File: src/rtl/rxe_pkg.sv
package rxe_pkg;
    // Event word layout (decoded by the host)
    localparam int EVT_W     = 16;
    localparam int ADDR_BIT  = 15;
    localparam int EARLY_BIT = 11;

    localparam logic [EVT_W-1:0] EVT_MASK =
        (EVT_W'(1) << ADDR_BIT) | (EVT_W'(1) << EARLY_BIT);

    typedef struct packed {
        logic addr;
        logic early;
    } evt_st_t;
endpackage

File: src/rtl/rxe_byte_track.sv
module rxe_byte_track #(
    parameter int ADDR_BYTES  = 6,
    parameter int EARLY_BYTES = 128,
    localparam int CNT_W      = $clog2(EARLY_BYTES + 1)
) (
    input  logic clk,
    input  logic rst_n,
    input  logic rx_vld,
    input  logic rx_sof,
    input  logic rx_eof,
    input  logic da_pass,
    output logic hit_addr,
    output logic hit_early,
    output logic discard
);
    localparam logic [CNT_W-1:0] ADDR_C  = CNT_W'(ADDR_BYTES);
    localparam logic [CNT_W-1:0] EARLY_C = CNT_W'(EARLY_BYTES);
    localparam logic [CNT_W-1:0] ONE_C   = CNT_W'(1);

    typedef struct packed {
        logic             active;
        logic             discard;
        logic [CNT_W-1:0] cnt;
    } trk_st_t;

    trk_st_t st_d, st_q;

    logic             start;
    logic             in_frame;
    logic [CNT_W-1:0] pos;
    logic             disc_now;
    logic             addr_byte;
    logic             addr_fail;
    logic             fresh_early;

    always_comb begin
        start       = rx_vld && rx_sof;
        in_frame    = rx_vld && (rx_sof || st_q.active);
        pos         = start ? ONE_C
                    : ((st_q.cnt == EARLY_C) ? EARLY_C : st_q.cnt + ONE_C);
        disc_now    = start ? 1'b0 : st_q.discard;
        addr_byte   = in_frame && (pos == ADDR_C);
        addr_fail   = addr_byte && !da_pass;
        fresh_early = start || (st_q.cnt != EARLY_C);

        hit_addr  = addr_byte && da_pass && !disc_now;
        hit_early = in_frame && (pos == EARLY_C) && fresh_early
                    && !disc_now && !addr_fail;

        st_d = st_q;
        if (in_frame) begin
            st_d.active  = !rx_eof;
            st_d.cnt     = pos;
            st_d.discard = disc_now || addr_fail;
        end
        discard = st_q.discard;
    end

    always_ff @(posedge clk or negedge rst_n) begin
        if (!rst_n) begin
            st_q <= '0;
        end else begin
            st_q <= st_d;
        end
    end

    AST_CNT_SATURATES: assert property (@(posedge clk) disable iff (!rst_n)
        st_q.cnt <= EARLY_C) else $error("count above limit");
    AST_DISCARD_SILENT: assert property (@(posedge clk) disable iff (!rst_n)
        (st_q.discard && !start) |-> (!hit_addr && !hit_early))
        else $error("event from discarded frame");
    AST_IDLE_IGNORED: assert property (@(posedge clk) disable iff (!rst_n)
        (!st_q.active && !start) |=> $stable(st_q.cnt))
        else $error("count moved outside frame");
endmodule

File: src/rtl/rxe_event_reg.sv
module rxe_event_reg
    import rxe_pkg::*;
(
    input  logic             clk,
    input  logic             rst_n,
    input  logic             hit_addr,
    input  logic             hit_early,
    input  logic             host_rd,
    output logic [EVT_W-1:0] evt_word
);
    evt_st_t ev_d, ev_q;

    always_comb begin
        ev_d = ev_q;
        if (host_rd) begin
            ev_d.addr  = 1'b0;
            ev_d.early = 1'b0;
        end
        if (hit_addr) begin
            ev_d.addr = 1'b1;
        end
        if (hit_early) begin
            ev_d.early = 1'b1;
            ev_d.addr  = 1'b0;
        end

        evt_word            = '0;
        evt_word[ADDR_BIT]  = ev_q.addr;
        evt_word[EARLY_BIT] = ev_q.early;
    end

    always_ff @(posedge clk or negedge rst_n) begin
        if (!rst_n) begin
            ev_q <= '0;
        end else begin
            ev_q <= ev_d;
        end
    end

    AST_SET_WINS: assert property (@(posedge clk) disable iff (!rst_n)
        hit_early |=> ev_q.early) else $error("early set lost");
    AST_READ_CLEARS: assert property (@(posedge clk) disable iff (!rst_n)
        (host_rd && !hit_addr && !hit_early) |=> (!ev_q.addr && !ev_q.early))
        else $error("read did not clear");
    AST_EARLY_DROPS_ADDR: assert property (@(posedge clk) disable iff (!rst_n)
        $rose(ev_q.early) |-> !ev_q.addr) else $error("address kept");
endmodule

File: src/rtl/rxe_irq_gate.sv
module rxe_irq_gate
    import rxe_pkg::*;
(
    input  logic             clk,
    input  logic             rst_n,
    input  logic [EVT_W-1:0] evt_word,
    input  logic [EVT_W-1:0] cfg_word,
    output logic             irq
);
    logic [EVT_W-1:0] live;

    for (genvar g = 0; g < EVT_W; g++) begin : g_gate
        assign live[g] = evt_word[g] & cfg_word[g];
    end

    assign irq = |live;

    AST_IRQ_QUIET: assert property (@(posedge clk) disable iff (!rst_n)
        (evt_word == '0) |-> !irq) else $error("irq with no event");
endmodule

File: src/rtl/rxe_early_evt.sv
module rxe_early_evt
    import rxe_pkg::*;
#(
    parameter int ADDR_BYTES  = 6,
    parameter int EARLY_BYTES = 128
) (
    input  logic             clk,
    input  logic             rst_n,
    input  logic             rx_vld,
    input  logic             rx_sof,
    input  logic             rx_eof,
    input  logic             da_pass,
    input  logic             host_rd,
    input  logic [EVT_W-1:0] cfg_word,
    output logic [EVT_W-1:0] evt_word,
    output logic             irq,
    output logic             discard
);
    logic hit_addr;
    logic hit_early;

    rxe_byte_track #(
        .ADDR_BYTES (ADDR_BYTES),
        .EARLY_BYTES(EARLY_BYTES)
    ) u_track (
        .clk      (clk),
        .rst_n    (rst_n),
        .rx_vld   (rx_vld),
        .rx_sof   (rx_sof),
        .rx_eof   (rx_eof),
        .da_pass  (da_pass),
        .hit_addr (hit_addr),
        .hit_early(hit_early),
        .discard  (discard)
    );

    rxe_event_reg u_evt (
        .clk      (clk),
        .rst_n    (rst_n),
        .hit_addr (hit_addr),
        .hit_early(hit_early),
        .host_rd  (host_rd),
        .evt_word (evt_word)
    );

    rxe_irq_gate u_irq (
        .clk     (clk),
        .rst_n   (rst_n),
        .evt_word(evt_word),
        .cfg_word(cfg_word),
        .irq     (irq)
    );

    AST_RSVD_ZERO: assert property (@(posedge clk) disable iff (!rst_n)
        (evt_word & ~EVT_MASK) == '0) else $error("reserved bit set");
    AST_FAIL_NO_ADDR: assert property (@(posedge clk) disable iff (!rst_n)
        $rose(discard) |-> !hit_addr) else $error("address event on fail");
endmodule

File: config.mk
export PLATFORM = sky130hd
export DESIGN_NAME = rxe_early_evt
export DESIGN_NICKNAME = d
export VERILOG_FILES = /design/src/rtl/rxe_pkg.sv /design/src/rtl/rxe_byte_track.sv /design/src/rtl/rxe_event_reg.sv /design/src/rtl/rxe_irq_gate.sv /design/src/rtl/rxe_early_evt.sv
export SDC_FILE = /design/constraint.sdc
export NUM_CORES = 1
export LEC_CHECK = 0
export CAP_MARGIN = 20
export CELL_PAD_IN_SITES_DETAIL_PLACEMENT = 0
export CELL_PAD_IN_SITES_GLOBAL_PLACEMENT = 1
export CORE_UTILIZATION = 33
export DETAILED_ROUTE_END_ITERATION = 7
export GPL_TIMING_DRIVEN = 0
export PLACE_DENSITY_LB_ADDON = 0.1
export SYNTH_ARGS = -nofsm -noshare
export SYNTH_HDL_FRONTEND = slang
export SYNTH_SLANG_ARGS = --single-unit
File: constraint.sdc
create_clock -name clk -period 4 [get_ports clk]
set_input_delay 0.8 -clock clk [delete_from_list [all_inputs] [get_ports clk]]
set_output_delay 0.8 -clock clk [all_outputs]
set_load 0.05 [all_outputs]
; ---- After elaboration in Yosys (flattened, before gate mapping)
; Cells that the tools add are included.
[word_totals]
register_bits = 12
inputBits = 23
elab_cells = 38
out_inout_bits = 18
[classes]
eq_ne = 4
n_reduce_logical = 20
addsub = 1
bitwise_logic = 2
n_mux = 6
[op_table]
columns = op, n
row1 = 8-bit equality test (second input constant), 2
row2 = 8-bit two-way mux, 2
row3 = 1-bit logical AND, 10
row4 = 8-bit by 1-bit adder with 8-bit output (second input constant), 1
row5 = 8-bit by 3-bit equality test with 1-bit output (second input constant), 1
row6 = 8-bit != test (second input constant), 1
row7 = 1-bit logical NOT, 4
row8 = 2-bit two-way mux, 2
row9 = 1-bit logical OR, 3
row10 = 3-bit nonzero test, 1
row11 = 1-bit AND, 2
row12 = 1-bit two-way mux, 2
row13 = 2-bit nonzero test, 1
row14 = 2-bit OR reduction, 1

; ---- Longest topological paths before layout
; Gate-level depths: netlist of the first run.
[logic_depth]
depth_word = 9
depth_mapped = 7
mapped_depth_nobuf = 7

; ---- Hierarchy
; Synthesis of the first run repeated with hierarchy kept, for this count alone.
[unflattened]
hier_cells = 108
area_unflattened_um2 = 963.4
[modules_own_cells]
columns = mod, area_per_inst_um2, n_inst, cells_each, seq_area_each_um2
row1 = rxe_byte_track, 673.1, 1, 77, 250.2
row2 = rxe_event_reg, 188.9, 1, 22, 50.0
row3 = rxe_irq_gate, 101.3, 1, 9, 0.0

; ---- Worst setup path before layout of the first run
; OpenSTA, ideal clock, no wires.
[synth_timing]
kind = input-to-output
startpoint = input cfg_word[11]
endpoint = output irq
arrival_ps = 1219
path_buffers = 0
path_slack_ps = 1981
stages = 1
t_required_ps = 3200
path_cell_list = a22o_1
[synth_via]
elab_chain_len = 2
[synth_lines]
columns = element, line
row1 = "start, declared", rxe_early_evt.sv:14  ; input logic [EVT_W-1:0] cfg_word,
row2 = 1-bit AND, rxe_irq_gate.sv:13  ; assign live[g] = evt_word[g] & cfg_word[g];
row3 = 2-bit OR reduction, rxe_irq_gate.sv:16  ; assign irq = |live;
row4 = "end, declared", rxe_early_evt.sv:16  ; output logic irq,
; No other way between the ends.

; ---- Final worst setup path of the first run
; Same ends and word-level chain as after synthesis.

==> metrics.txt, run 1 <==
# TYPE chip_impl_metric gauge
chip_impl_info{name="outcome",value="completed"} 1
chip_impl_metric{name="grt_antenna_before_repair",unit=""} 0
chip_impl_metric{name="core",unit="um^2"} 2760
chip_impl_metric{name="cts_made_buffers",unit=""} 3
chip_impl_metric{name="chipHeight",unit="um"} 56.2
chip_impl_metric{name="vdd_drop_max",unit="mV"} 0.197
chip_impl_info{name="crit_top_cell",value="sky130_fd_sc_hd__clkdlybuf4s50_1"} 1
chip_impl_metric{name="filler_cell_count",unit=""} 314
chip_impl_metric{name="via_count",unit=""} 847
chip_impl_metric{name="synth_seq_cells",unit=""} 12
chip_impl_metric{name="max_cap_viol_count",unit=""} 0
chip_impl_metric{name="worst_slew_margin_rel",unit="%"} 60.5
chip_impl_metric{name="num_antenna_cells",unit=""} 0
chip_impl_metric{name="drt_wl_total",unit="um"} 2150
chip_impl_info{name="layout_common_cells",value="sky130_fd_sc_hd__buf_4 (16), sky130_fd_sc_hd__conb_1 (14), sky130_fd_sc_hd__clkdlybuf4s50_1 (12), sky130_fd_sc_hd__dfrtp_1 (12), sky130_fd_sc_hd__nor2_1 (7)"} 1
chip_impl_metric{name="cell_internal_pwr",unit="mW"} 0.241
chip_impl_info{name="tritoncts_clock_tree",value="yes"} 1
chip_impl_metric{name="post_cts.repair.setup_buffers",unit=""} 0
chip_impl_metric{name="cts_resized",unit=""} 0
chip_impl_metric{name="die_footprint",unit="um^2"} 3160
chip_impl_metric{name="synth-edff-count",unit=""} 0
chip_impl_metric{name="power.density_cell_area",unit="nW/um^2"} 338
chip_impl_metric{name="synth_seq_area_share",unit="%"} 31.0
chip_impl_metric{name="synthesized_netlist_cell_count",unit=""} 106
chip_impl_metric{name="cp_slowest_stage_delay",unit="ps"} 790
chip_impl_metric{name="max_clock_freq",unit="MHz"} 337
chip_impl_metric{name="pwr-share-seq",unit="%"} 38.8
chip_impl_info{name="slowest_cell_on_the_critical_path",value="sky130_fd_sc_hd__clkdlybuf4s50_1"} 1
chip_impl_metric{name="globalRoute.totalOverflow",unit=""} 0
chip_impl_metric{name="tightest_slew",unit="ps"} 591
chip_impl_metric{name="total_switching_power",unit="mW"} 0.164
chip_impl_metric{name="dpl.cell_count",unit=""} 162
chip_impl_metric{name="average_via_count_per_standard_cell",unit=""} 5.13
chip_impl_metric{name="grt_start_max_net_pins",unit=""} 13
chip_impl_info{name="layout_commonest_cell",value="sky130_fd_sc_hd__buf_4"} 1
chip_impl_info{name="worst_hold_path_type",value="reg -> reg"} 1
chip_impl_metric{name="leak",unit="nW"} 0.558
chip_impl_metric{name="total_number_of_clock_tree_sinks",unit=""} 12
chip_impl_metric{name="timing.final.hold_violations",unit=""} 0
chip_impl_metric{name="ant_nets",unit=""} 0
chip_impl_metric{name="yosysWarnings",unit=""} 0
chip_impl_metric{name="first_pass_iters",unit=""} 4
chip_impl_metric{name="cts.clk_slew.worst_paths",unit="ps"} 70
chip_impl_metric{name="maxSlewViolCount",unit=""} 0
chip_impl_metric{name="combPwrFrac",unit="%"} 42.3
chip_impl_metric{name="r2r_cells",unit=""} 6
chip_impl_metric{name="sw_frac_of_total",unit="%"} 40.5
chip_impl_metric{name="grt_use_total",unit="%"} 16.2
chip_impl_metric{name="report.final.setup_viol",unit=""} 0
chip_impl_metric{name="place.detailed.hpwl",unit="um"} 1620
chip_impl_metric{name="initial_utilization",unit="%"} 35.1
chip_impl_metric{name="crit_required",unit="ps"} 3200
chip_impl_metric{name="fin_crit_sh",unit="%"} 74.3
chip_impl_info{name="rsz_0062_raised_after_global_routing",value="false"} 1
chip_impl_metric{name="area_growth_syn_to_layout",unit="%"} 23.8
chip_impl_info{name="criticalPathCategory",value="in -> out"} 1
chip_impl_metric{name="horizontal_extent_of_the_die",unit="um"} 56.2
chip_impl_metric{name="grt_pass1_wl",unit="um"} 4000
chip_impl_metric{name="setup_tns",unit="ps"} 0
chip_impl_info{name="cp_cell_sequence",value="clkdlybuf4s50_1 > a22o_1 > clkdlybuf4s50_1"} 1
chip_impl_metric{name="htree_levels",unit=""} 1
chip_impl_metric{name="asyncSetResetFlopFracSynth",unit="%"} 100
chip_impl_metric{name="critical_path_arrival",unit="ps"} 2170
chip_impl_metric{name="placement_rows",unit=""} 19
chip_impl_metric{name="first_iter_violations",unit=""} 12
chip_impl_metric{name="clock-skew-final",unit="ps"} 3.57
chip_impl_metric{name="clkLatencyLatePin",unit="ps"} 280
chip_impl_metric{name="timing.final.crit_period",unit="ps"} 2970
chip_impl_info{name="ys.flop_type",value="sky130_fd_sc_hd__dfrtp_1"} 1
chip_impl_metric{name="ctsLongestPathBuffers",unit=""} 2
chip_impl_metric{name="syn_avg_cell_area",unit="um^2"} 9.14
chip_impl_metric{name="portBuffers",unit=""} 12
chip_impl_info{name="critical_path.endpoint_type",value="primary output"} 1
chip_impl_metric{name="cts.hold.buffers_added",unit=""} 0
chip_impl_metric{name="first_global_vias",unit=""} 848
chip_impl_metric{name="stdcell_count",unit=""} 165
chip_impl_metric{name="part_of_the_power_in_the_clock_network",unit="%"} 19.0
chip_impl_metric{name="drc",unit=""} 0
chip_impl_metric{name="io-pin-count",unit=""} 41
chip_impl_metric{name="cp_max_fo",unit=""} 1
chip_impl_metric{name="netlist-cell-type-count",unit=""} 46
chip_impl_metric{name="worstHoldPathCells",unit=""} 1
chip_impl_metric{name="total_standard_cell_area_after_synthesis",unit="um^2"} 968
chip_impl_metric{name="wire_per_inst",unit="um"} 13.0
chip_impl_info{name="critPathLaunchType",value="input pin"} 1
chip_impl_info{name="cts-root-buf",value="sky130_fd_sc_hd__clkbuf_4"} 1
chip_impl_metric{name="final_net_count",unit=""} 161
chip_impl_metric{name="gp_routability_congestion",unit=""} 0.755
chip_impl_metric{name="drive_gt1_share",unit="%"} 26.1
[final cells by class]
cell class / instances / area, um^2 / share of cell area, %
Buffer: 21 / 156 / 13.0
Multi-Input combinational cell: 80 / 538 / 44.9
Sequential cell: 12 / 300 / 25.1
Tap cell: 31 / 38.8 / 3.24
Clock buffer: 3 / 22.5 / 1.88
Timing Repair Buffer: 12 / 120 / 10.0
Inverter: 6 / 22.5 / 1.88
[power groups by stage]
| stage | clock (mW) | sequential [mW] | combinational (mW) |
|---|---|---|---|
| 5_1_grt | 0.0871 | 0.159 | 0.192 |
| 3_5_place_dp | 0 | 0.159 | 0.171 |
| 2_1_floorplan | 0 | 0.155 | 0.138 |
| 6_report | 0.0768 | 0.157 | 0.171 |
| 3_3_place_gp | 0 | 0.158 | 0.169 |
| 4_1_cts | 0.0821 | 0.156 | 0.172 |
[synth_stat cells (2+ instances only)]
cell	number	share of area (%)
sky130_fd_sc_hd__buf_4	16	12
sky130_fd_sc_hd__dfrtp_1	12	31
sky130_fd_sc_hd__nor2_1	7	2.7
sky130_fd_sc_hd__inv_1	6	2.3
sky130_fd_sc_hd__nand2_1	5	1.9
sky130_fd_sc_hd__a22o_1	4	3.6
sky130_fd_sc_hd__nand3_1	3	1.5
sky130_fd_sc_hd__o21ai_0	3	1.5
sky130_fd_sc_hd__o22ai_1	3	1.9
sky130_fd_sc_hd__a21oi_1	2	1.0
sky130_fd_sc_hd__a22oi_1	2	1.5
sky130_fd_sc_hd__and2_2	2	1.5
sky130_fd_sc_hd__buf_2	2	1.0
sky130_fd_sc_hd__buf_6	2	2.3
sky130_fd_sc_hd__ha_1	2	2.6
sky130_fd_sc_hd__nand4_1	2	1.3
sky130_fd_sc_hd__nand4b_1	2	1.8
sky130_fd_sc_hd__nor3b_1	2	1.5
sky130_fd_sc_hd__xnor2_1	2	1.8
[critical path: cells and delay by family]
kind | cells | cell delay [ps]
AO/OA/AOI/OAI | 1 | 120
buffers and inverters | 2 | 1240
[cell families (layout without fill, tap and decap cells)]
group / count (synthesis) / count (layout) / share of synthesized area (%)
other cells: 1 / 14 / 0.387
mux: 1 / 1 / 1.16
simple gates: 31 / 31 / 20.2
xor+xnor: 3 / 3 / 2.71
compound gates: 29 / 29 / 23.5
buf+inv: 27 / 42 / 18.5
fa+ha+maj: 2 / 2 / 2.58
flops: 12 / 12 / 31.0
[per-layer routing]
| metal | track usage, % | wire, um | vias up |
|---|---|---|---|
| li1 | - | - | 419 |
| met1 | 22.0 | 1030 | 404 |
| met2 | 25.3 | 979 | 22 |
| met3 | 5.35 | 123 | 2 |
| met4 | 3.14 | 15 | 0 |
| met5 | 0 | 0 | - |
[final timing paths]
| kind | endpoint | slack [ps] | from |
|---|---|---|---|
| worst max register to register | u_evt.evt_word[15] | 2090 | u_track.st_q[0] |
| min in group asynchronous | u_track.st_q[2] | 890 | rst_n |
| max in group asynchronous | u_track.st_q[7] | 2720 | rst_n |
| worst min register to register | u_evt.evt_word[11] | 520 | u_evt.evt_word[11] |
| worst min-delay path | u_evt.evt_word[11] | 520 | u_evt.evt_word[11] |
| worst max-delay path | irq | 1030 | cfg_word[11] |
[registers in the layout, indices dropped and copies added (netlist names)]
signal / flops
u_track.discard: 1
u_evt.evt_word: 2
u_track.st_q: 9
[through the flow]
step           hold slack (ps)  area [um^2]  util [%]  setup WS, ps  power (mW)
2_1_floorplan              504         1020         -          1980       0.292
3_3_place_gp               502         1180      42.6          1030       0.328
3_5_place_dp               510         1180      42.6          1020       0.329
4_1_cts                    528         1200      43.5          1020       0.410
5_1_grt                    565         1200      43.5           988       0.438
6_report                   517         1200      43.5          1030       0.405
No activity file was read; power rests on OpenSTA's default activity.
==> run 2, diff against run 1 <==
CORE_UTILIZATION = 27   (was 33)
clock period = 2.6 ns   (was 4 ns; I/O delays follow)
==> run 2 against run 1 <==
  * Sequential share of layout area down 0.39 points
  * Cell area increased by 1.6%
  * Highest routed layer unchanged
  * Core utilization fell by 7.5 points
  * First-iteration DRC count rose by 8.3%
  * Register-to-register slack lost 1400 ps
  * Worst hold slack about the same
  * Count of clock-buffer cells in the layout unchanged
  * Routed wire length up 5.5%
  * Final cell count is 9.1% higher
  * Non-clock buffer count unchanged
  * Setup slack got worse by 840 ps
  * Critical endpoint unchanged
  * Sequential cell count stayed put
==> metrics.txt, run 2 (synthesized netlist as in run 1, its figures left out) <==
# TYPE chip_impl_metric gauge
chip_impl_metric{name="critical_path_arrival",unit="ps"} 1900
chip_impl_metric{name="power.density_cell_area",unit="nW/um^2"} 515
chip_impl_metric{name="ctsLongestPathBuffers",unit=""} 2
chip_impl_metric{name="htree_levels",unit=""} 1
chip_impl_metric{name="drt_wl_total",unit="um"} 2270
chip_impl_info{name="critical_path.endpoint_type",value="primary output"} 1
chip_impl_metric{name="area_growth_syn_to_layout",unit="%"} 25.7
chip_impl_metric{name="cp_slowest_stage_delay",unit="ps"} 790
chip_impl_metric{name="initial_utilization",unit="%"} 28.6
chip_impl_metric{name="clkLatencyLatePin",unit="ps"} 270
chip_impl_info{name="rr_startpoint",value="u_track.st_q[1]"} 1
chip_impl_metric{name="post_cts.repair.setup_buffers",unit=""} 0
chip_impl_metric{name="max_clock_freq",unit="MHz"} 414
chip_impl_metric{name="reg2reg_slack",unit="ps"} 690
chip_impl_metric{name="cts.hold.buffers_added",unit=""} 0
chip_impl_info{name="min_from",value="u_evt.evt_word[11]"} 1
chip_impl_metric{name="final_util",unit="%"} 35.9
chip_impl_metric{name="grt_start_max_net_pins",unit=""} 13
chip_impl_metric{name="io-pin-count",unit=""} 41
chip_impl_metric{name="place.detailed.hpwl",unit="um"} 1700
chip_impl_metric{name="timing.final.crit_period",unit="ps"} 2420
chip_impl_info{name="slowest_cell_on_the_critical_path",value="sky130_fd_sc_hd__clkdlybuf4s50_1"} 1
chip_impl_info{name="layout_commonest_cell",value="sky130_fd_sc_hd__buf_4"} 1
chip_impl_metric{name="grt_use_total",unit="%"} 13.4
chip_impl_metric{name="fin_crit_sh",unit="%"} 92.9
chip_impl_info{name="rr_endpoint",value="u_evt.evt_word[15]"} 1
chip_impl_metric{name="postLayoutSetupSlackWorst",unit="ps"} 185
chip_impl_metric{name="placement_rows",unit=""} 21
chip_impl_metric{name="core",unit="um^2"} 3390
chip_impl_metric{name="globalRoute.totalOverflow",unit=""} 0
chip_impl_metric{name="horizontal_extent_of_the_die",unit="um"} 61.9
chip_impl_metric{name="drive_gt1_share",unit="%"} 26.1
chip_impl_metric{name="clock-skew-final",unit="ps"} 3.97
chip_impl_info{name="crit_top_cell",value="sky130_fd_sc_hd__clkdlybuf4s50_1"} 1
chip_impl_metric{name="total_number_of_clock_tree_sinks",unit=""} 12
chip_impl_metric{name="first_global_vias",unit=""} 798
chip_impl_metric{name="wire_per_inst",unit="um"} 12.6
chip_impl_metric{name="tightest_slew",unit="ps"} 611
chip_impl_info{name="outcome",value="completed"} 1
chip_impl_metric{name="portBuffers",unit=""} 12
chip_impl_info{name="path_delay_family",value="buffers and inverters"} 1
chip_impl_metric{name="maxSlewViolCount",unit=""} 0
chip_impl_metric{name="gp_routability_congestion",unit=""} 0.795
chip_impl_metric{name="chipHeight",unit="um"} 61.9
chip_impl_metric{name="first_iter_violations",unit=""} 13
chip_impl_metric{name="final_net_count",unit=""} 161
chip_impl_metric{name="stdcell_area",unit="um^2"} 1220
chip_impl_metric{name="worst_slew_margin_rel",unit="%"} 59.1
chip_impl_metric{name="crit_required",unit="ps"} 2080
chip_impl_metric{name="grt_pass1_wl",unit="um"} 3730
chip_impl_metric{name="ant_nets",unit=""} 0
chip_impl_info{name="critPathLaunchType",value="input pin"} 1
chip_impl_metric{name="die_footprint",unit="um^2"} 3830
chip_impl_metric{name="filler_cell_count",unit=""} 365
chip_impl_metric{name="setup_tns",unit="ps"} 0
chip_impl_info{name="cts-root-buf",value="sky130_fd_sc_hd__clkbuf_4"} 1
chip_impl_info{name="layout_common_cells",value="sky130_fd_sc_hd__buf_4 (16), sky130_fd_sc_hd__conb_1 (14), sky130_fd_sc_hd__clkdlybuf4s50_1 (12), sky130_fd_sc_hd__dfrtp_1 (12), sky130_fd_sc_hd__nor2_1 (7)"} 1
chip_impl_info{name="cp_cell_sequence",value="clkdlybuf4s50_1 > a22o_1 > clkdlybuf4s50_1"} 1
chip_impl_metric{name="worstHoldPathCells",unit=""} 1
chip_impl_metric{name="cts_made_buffers",unit=""} 3
chip_impl_metric{name="drc",unit=""} 0
chip_impl_info{name="tritoncts_clock_tree",value="yes"} 1
chip_impl_metric{name="place_area",unit="um^2"} 1190
chip_impl_metric{name="cts.clk_slew.worst_paths",unit="ps"} 80
chip_impl_info{name="largest_register",value="u_track.st_q"} 1
chip_impl_metric{name="timing.final.hold_violations",unit=""} 0
chip_impl_metric{name="via_count",unit=""} 864
chip_impl_metric{name="average_via_count_per_standard_cell",unit=""} 4.80
chip_impl_metric{name="report.final.setup_viol",unit=""} 0
chip_impl_metric{name="max_cap_viol_count",unit=""} 0
chip_impl_metric{name="cp_max_fo",unit=""} 1
chip_impl_info{name="hold_end",value="u_evt.evt_word[11]"} 1
chip_impl_info{name="rsz_0062_raised_after_global_routing",value="false"} 1
chip_impl_metric{name="num_antenna_cells",unit=""} 0
chip_impl_metric{name="post_place_worst_slack",unit="ps"} 183
chip_impl_metric{name="grt_antenna_before_repair",unit=""} 0
chip_impl_info{name="worst_hold_path_type",value="reg -> reg"} 1
chip_impl_info{name="criticalPathCategory",value="in -> out"} 1
chip_impl_metric{name="cts_resized",unit=""} 0
chip_impl_metric{name="r2r_cells",unit=""} 6
chip_impl_metric{name="vdd_drop_max",unit="mV"} 0.157
chip_impl_metric{name="leak",unit="nW"} 0.558
chip_impl_metric{name="worstPathBufferInverterCount",unit=""} 2
chip_impl_metric{name="first_pass_iters",unit=""} 4
chip_impl_metric{name="largest_register_ffs",unit=""} 9
## run 2: cell counts in the layout (fill, tap and decap cells not counted)
Identical to the previous run, type by type.
## run 2: per-layer routing
layer	wire length [um]	track usage (%)
met4	27	5.08
met1	1070	17.3
met5	0	0
met2	1080	22.0
met3	97	2.90
## run 2: power by group
| group | internal, mW | switching [mW] | total (mW) | leakage [nW] |
|---|---|---|---|---|
| registers | 0.210 | 0.0322 | 0.242 | 0.161 |
| clock network | 0.0536 | 0.0653 | 0.119 | 0.0138 |
| logic | 0.107 | 0.158 | 0.265 | 0.384 |
| total | 0.371 | 0.256 | 0.626 | 0.558 |
## run 2: cell type report
| type | instances | area, um^2 | area share, % |
|---|---|---|---|
| clock buffers | 3 | 22.5 | 1.85 |
| well taps | 46 | 57.6 | 4.73 |
| inverters | 6 | 22.5 | 1.85 |
| flip-flops and latches | 12 | 300 | 24.7 |
| plain buffers | 21 | 156 | 12.8 |
| multi-input cells | 80 | 538 | 44.2 |
| repair buffers | 12 | 120 | 9.87 |
## run 2: worst max path at each step
stage               startpoint            endpoint  slack [ps]  depth (start not counted)
6_report          cfg_word[11]                 irq         180                          3
3_5_place_dp      cfg_word[11]                 irq         180                          3
2_1_floorplan  u_track.st_q[0]  u_evt.evt_word[15]         890                          6
3_3_place_gp      cfg_word[11]                 irq         190                          3
4_1_cts           cfg_word[11]                 irq         180                          3
5_1_grt           cfg_word[11]                 irq         120                          3
## run 2: per-stage QoR
step / power [mW] / std cells / hold slack (ps)
floorplan: 0.450 / 119 / 224
global placement: 0.512 / 177 / 498
detailed placement: 0.511 / 177 / 508
CTS: 0.631 / 180 / 527
global route: 0.669 / 180 / 550
finish: 0.626 / 180 / 517
==> run 3, diff against run 2 <==
SLEW_MARGIN = 20   (was default)
==> results of run 3 <==
Same layout as run 2: the final DEF is identical, and so are final timing and power.
